$ cat src/rtl/pwm_pkg.sv
package pwm_pkg;
  localparam int unsigned CNT_W = 8;
  localparam int unsigned PRE_W = 2;

  typedef enum logic [1:0] {
    DIV_1  = 2'd0,
    DIV_2  = 2'd1,
    DIV_4  = 2'd2,
    DIV_4B = 2'd3
  } div_sel_e;

  function automatic int unsigned div_shift(div_sel_e s);
    case (s)
      DIV_1:   return 0;
      DIV_2:   return 1;
      default: return 2;
    endcase
  endfunction
endpackage

$ cat src/rtl/pwm_prescaler.sv
module pwm_prescaler
  import pwm_pkg::*;
#(
  parameter int unsigned PW = PRE_W
) (
  input  logic     clk_i,
  input  logic     rst_ni,
  input  logic     run_i,
  input  logic     clr_i,
  input  div_sel_e sel_i,
  output logic     tick_o
);
  logic [PW-1:0] pre_q;
  logic [PW-1:0] mask;

  always_comb begin
    mask = PW'((32'd1 << div_shift(sel_i)) - 32'd1);
  end

  always_ff @(posedge clk_i or negedge rst_ni) begin
    if (!rst_ni)                pre_q <= '0;
    else if (clr_i || !run_i)   pre_q <= '0;
    else                        pre_q <= pre_q + 1'b1;
  end

  assign tick_o = run_i && ((pre_q & mask) == mask);

  AST_TICK_SPACING: assert property (@(posedge clk_i) disable iff (!rst_ni)
    (tick_o && sel_i != DIV_1) |=> (!tick_o || sel_i == DIV_1));
endmodule

$ cat src/rtl/pwm_duty_buf.sv
module pwm_duty_buf
  import pwm_pkg::*;
#(
  parameter int unsigned W = CNT_W
) (
  input  logic         clk_i,
  input  logic         rst_ni,
  input  logic         we_i,
  input  logic [W-1:0] wdata_i,
  input  logic         start_i,
  input  logic         wrap_i,
  input  logic         run_i,
  output logic [W-1:0] active_o
);
  logic [W-1:0] hold_q;
  logic [W-1:0] act_q;

  always_ff @(posedge clk_i or negedge rst_ni) begin
    if (!rst_ni)   hold_q <= '0;
    else if (we_i) hold_q <= wdata_i;
  end

  // active stage only moves at start or period end
  always_ff @(posedge clk_i or negedge rst_ni) begin
    if (!rst_ni)                 act_q <= '0;
    else if (start_i || wrap_i)  act_q <= hold_q;
  end

  assign active_o = act_q;

  AST_ACTIVE_HOLDS: assert property (@(posedge clk_i) disable iff (!rst_ni)
    (run_i && !wrap_i && !start_i) |=> $stable(act_q));
  AST_START_LOADS: assert property (@(posedge clk_i) disable iff (!rst_ni)
    start_i |=> (act_q == $past(hold_q)));
endmodule

$ cat src/rtl/pwm_core.sv
module pwm_core
  import pwm_pkg::*;
#(
  parameter int unsigned W = CNT_W
) (
  input  logic         clk_i,
  input  logic         rst_ni,
  input  logic         run_i,
  input  logic         stop_i,
  input  logic         tick_i,
  input  logic [W-1:0] duty_i,
  output logic         wrap_o,
  output logic         pwm_o
);
  localparam logic [W-1:0] TOP = {W{1'b1}};

  logic [W-1:0] cnt_q;
  logic         tff_q;
  logic         step;
  logic         hit_match;
  logic         hit_top;

  assign step      = tick_i && run_i && !stop_i;
  assign hit_match = (cnt_q == duty_i);
  assign hit_top   = (cnt_q == TOP);

  always_ff @(posedge clk_i or negedge rst_ni) begin
    if (!rst_ni) begin
      cnt_q <= '0;
      tff_q <= 1'b0;
    end else if (stop_i || !run_i) begin
      cnt_q <= '0;
      tff_q <= 1'b0;
    end else if (step) begin
      cnt_q <= cnt_q + 1'b1;
      // match and wrap on one count cancel
      tff_q <= tff_q ^ hit_match ^ hit_top;
    end
  end

  assign wrap_o = step && hit_top;
  assign pwm_o  = ~tff_q;

  AST_IRQ_SINGLE: assert property (@(posedge clk_i) disable iff (!rst_ni)
    wrap_o |=> !wrap_o);
  AST_WRAP_ZERO: assert property (@(posedge clk_i) disable iff (!rst_ni)
    wrap_o |=> (cnt_q == '0));
  AST_IDLE_CLEAR: assert property (@(posedge clk_i) disable iff (!rst_ni)
    !run_i |-> (cnt_q == '0 && pwm_o));
  AST_STOP_HIGH: assert property (@(posedge clk_i) disable iff (!rst_ni)
    stop_i |=> (pwm_o && !wrap_o));
endmodule

$ cat src/rtl/pwm_dbuf_timer.sv
module pwm_dbuf_timer
  import pwm_pkg::*;
#(
  parameter int unsigned W  = CNT_W,
  parameter int unsigned PW = PRE_W
) (
  input  logic         clk_i,
  input  logic         rst_ni,
  input  logic         duty_we_i,
  input  logic [W-1:0] duty_i,
  input  logic         ctrl_we_i,
  input  logic         ctrl_run_i,
  input  logic [1:0]   ctrl_div_i,
  output logic         pwm_o,
  output logic         ovf_irq_o
);
  logic     run_q;
  div_sel_e sel_q;
  logic     start_p;
  logic     stop_p;
  logic     tick;
  logic     wrap;
  logic [W-1:0] duty_act;

  always_ff @(posedge clk_i or negedge rst_ni) begin
    if (!rst_ni) begin
      run_q <= 1'b0;
      sel_q <= DIV_1;
    end else if (ctrl_we_i) begin
      run_q <= ctrl_run_i;
      sel_q <= div_sel_e'(ctrl_div_i);
    end
  end

  assign start_p = ctrl_we_i && ctrl_run_i && !run_q;
  assign stop_p  = ctrl_we_i && !ctrl_run_i;

  pwm_prescaler #(.PW(PW)) u_pre (
    .clk_i  (clk_i),
    .rst_ni (rst_ni),
    .run_i  (run_q),
    .clr_i  (stop_p),
    .sel_i  (sel_q),
    .tick_o (tick)
  );

  pwm_duty_buf #(.W(W)) u_buf (
    .clk_i    (clk_i),
    .rst_ni   (rst_ni),
    .we_i     (duty_we_i),
    .wdata_i  (duty_i),
    .start_i  (start_p),
    .wrap_i   (wrap),
    .run_i    (run_q),
    .active_o (duty_act)
  );

  pwm_core #(.W(W)) u_core (
    .clk_i  (clk_i),
    .rst_ni (rst_ni),
    .run_i  (run_q),
    .stop_i (stop_p),
    .tick_i (tick),
    .duty_i (duty_act),
    .wrap_o (wrap),
    .pwm_o  (pwm_o)
  );

  assign ovf_irq_o = wrap;

  AST_RESET_IDLE: assert property (@(posedge clk_i) disable iff (!rst_ni)
    (!run_q && !start_p) |=> (pwm_o && !ovf_irq_o));
endmodule

$ cat config.mk
export PLATFORM = sky130hd
export DESIGN_NAME = pwm_dbuf_timer
export DESIGN_NICKNAME = d
export VERILOG_FILES = /design/src/rtl/pwm_pkg.sv /design/src/rtl/pwm_prescaler.sv /design/src/rtl/pwm_duty_buf.sv /design/src/rtl/pwm_core.sv /design/src/rtl/pwm_dbuf_timer.sv
export SDC_FILE = /design/constraint.sdc
export NUM_CORES = 1
export LEC_CHECK = 0
export ABC_CLOCK_PERIOD_IN_PS = 3590
export BUFFER_PORTS_ARGS = -buffer_cell sky130_fd_sc_hd__buf_2
export CORE_UTILIZATION = 35
export DETAILED_ROUTE_END_ITERATION = 16
export PLACE_DENSITY = 0.52
export SYNTH_ARGS = -nofsm -noshare
export SYNTH_HDL_FRONTEND = slang
export SYNTH_SLANG_ARGS = --single-unit
$ cat constraint.sdc
create_clock -name clk_i -period 3.59 [get_ports clk_i]
set_input_delay 0.5385 -clock clk_i [delete_from_list [all_inputs] [get_ports clk_i]]
set_output_delay 0.5385 -clock clk_i [all_outputs]
set_load 0.02 [all_outputs]
==> reports/qor.csv <==
metric;value;unit
powerDensity;473.7;nW/µm²
max_stage_delay;420;ps
core-area;4029;µm²
nets;167;
min_path_type;in2async;
die_x;66.95;µm
tightest_slew;658.8;ps
ant_nets;0;
synth-edff-count;0;
r2r_slack;1800;ps
power;806.1;µW
grt_max_degree;31;
crit_cells;7;
layout_setup_ws;1163;ps
cts_tree;yes;
port_buffers;16;
wl;2.773;mm
syn-cell-area;1476;µm²
rr_endpoint;u_buf.active_o[5];
grt_pass1_vias;1036;
period_minus_slack;2427;ps
dr.pass1.iters;4;
path_max_fanout;9;
drc;0;
hold_violations;0;
postCtsResizedCells;0;
clockBufferDepth;2;
dpl.cell_count;194;
antenna_found_initial;0;
critPathLaunch;u_core.cnt_q[0];
postCtsSetupBuffers;0;
r2r_cells;6;
yosys.area.top_type;dfrtp_1;
max_cap_violations;0;
fp.dieArea;4482;µm²
p_leak;0.0006733;µW
cp_cell_sequence;ha_1 > nand3_2 > nor3_4 > nand2_1 > or2_1 > inv_2 > buf_2;
cts_buffers;5;
synthTopCellsByArea;dfrtp_1, xnor2_1, mux2_2;
h-tree-depth;2;
vdd_ir_drop_max;0.2514;mV
synth-seq-area-share;50.85;%
overflow;0;
critPathTopFamily;simple AND/OR/NAND/NOR gates;
path_buf_inv;2;
routed_via_density;5.183;
slew_headroom;56.08;%
final_core_util;42.24;%
rows;23;
ys.flop_type;dfrtp_1;
grt.total_usage;15.38;%
finalCritPeriodShare;67.61;%
grt_pass1_wl;4.871;mm
start_util;36.65;%
crit_arrival;1890;ps
yosysUniqueCellTypes;36;
globalplace.congestion;0.7691;
drive_above_1_share;29.61;%
fin_tns_setup;0;ps
cp-start-kind;register;
clk_latency;280;ps
required;3050;ps
pre_cts_ws;1339;ps
cp-end-kind;primary output;
wl_per_cell;13.73;µm
insertedDiodeCount;0;
outcome;finished, final reports clean;
fin_skew;3.081;ps
ctsHoldBuffers;0;
cts.sinks;30;
crit_type;reg2out;
drt_iter0_markers;61;
clk_pin_slew;60;ps
rr_startpoint;u_core.cnt_q[0];
slowest_stage;dfrtp_1;
syn-num-nets;147;
synth_cells;131;
cts_root_buffer;clkbuf_8;
fmax;412.0;MHz
setup_viol;0;
die_h;66.95;µm
area_delta_synth_final;15.25;%
synth_top_area_share;50.85;%
synthArstFlopShare;100.0;%
maxSlewViolCount;0;
syn_avg_cell_area;11.27;µm²
synth-seq-cells;30;
dp_hpwl;2.070;mm
ys_warn_count;0;
rsz0062_at_grt;false;
ios;17;
fin_cells;202;
vias;1047;
[synthesized netlist by cell type (2+ instances only)]
library cell / instances
a21oi_1: 3
clkbuf_1: 2
dfrtp_1: 30
inv_1: 2
mux2_2: 10
nand2_1: 16
nand3_1: 2
nand4_1: 2
nor2_1: 7
nor3_1: 2
o21ai_0: 4
o221a_1: 8
o22ai_1: 8
xnor2_1: 13
[metal layers]
metal  global-route usage [%]  vias to the layer above  part of all wire, %
li1                         -                      509                    -
met1                    18.33                      507                   47
met2                    24.12                       26                   46
met3                    6.336                        5                  5.0
met4                    6.649                        0                  1.7
met5                        0                        -                    0
[per-stage QoR]
step                      hold slack, ps  area, µm²
after global routing               330.5       1702
after CTS                          312.9       1702
after detailed placement           522.6       1610
after global placement             524.9       1610
final                              288.0       1702
after floorplan                    242.9       1476
[power by group]
group / switching (µW) / total, µW / internal [µW]
combinational: 52.1 / 116 / 64.2
sequential: 38.7 / 413 / 374
clock: 123 / 277 / 154
[state kept, by name, indices dropped and copies added (netlist names)]
| register | cells |
|---|---|
| run_q | 1 |
| sel_q | 2 |
| u_buf.active_o | 8 |
| u_buf.hold_q | 8 |
| u_core.cnt_q | 8 |
| u_core.tff_q | 1 |
| u_pre.pre_q | 2 |
[worst max path at each step]
| stage | to | slack (ps) |
|---|---|---|
| 6_report | ovf_irq_o | 1160 |
| 5_1_grt | ovf_irq_o | 1040 |
| 4_1_cts | ovf_irq_o | 1150 |
| 3_5_place_dp | ovf_irq_o | 1340 |
| 3_3_place_gp | ovf_irq_o | 1350 |
| 2_1_floorplan | ovf_irq_o | 1670 |
[placed cells by master (no fill, tap or decap)]
cell	count
nand2_1	16
buf_4	1
nor3_1	2
nor4_1	1
o22ai_1	8
inv_1	2
nand4_1	2
o21a_1	1
or4_4	1
nand2_2	1
xor2_1	1
a2bb2oi_2	1
a21oi_1	3
xnor2_1	13
or2_1	1
mux2_2	10
nor2_1	7
or3_2	1
nor3_4	1
clkbuf_1	1
or3_1	1
a21o_1	1
dfrtp_1	30
nand3_1	2
clkinv_2	1
a21oi_2	1
ha_1	1
o211ai_1	1
nand2b_2	1
buf_2	16
clkinv_1	1
o21ai_4	1
o221a_1	8
nand3_2	1
inv_2	1
nor2_4	1
o21ai_0	4
clkbuf_8	6
[kinds of logic after synthesis]
kind of cell	count (synthesis)	share of synthesized area [%]
buffers and inverters	8	2.118
DFF	30	50.85
xor gates and xnor gates	14	8.305
AOI/OAI and AO/OA	29	16.10
and+or+nand+nor	39	14.15
adders and majority gates	1	0.8473
muxes	10	7.627
[cell type report]
cell class                      instances  area (µm²)
Clock inverter                          1       5.005
Tap cell                               50       62.56
Multi-Input combinational cell         93       694.4
Inverter                                4       15.01
Timing Repair Buffer                   17       87.58
Clock buffer                            7       86.33
Fill cell                             413        2327
Sequential cell                        30       750.7
(Power assumes the default switching activity.)
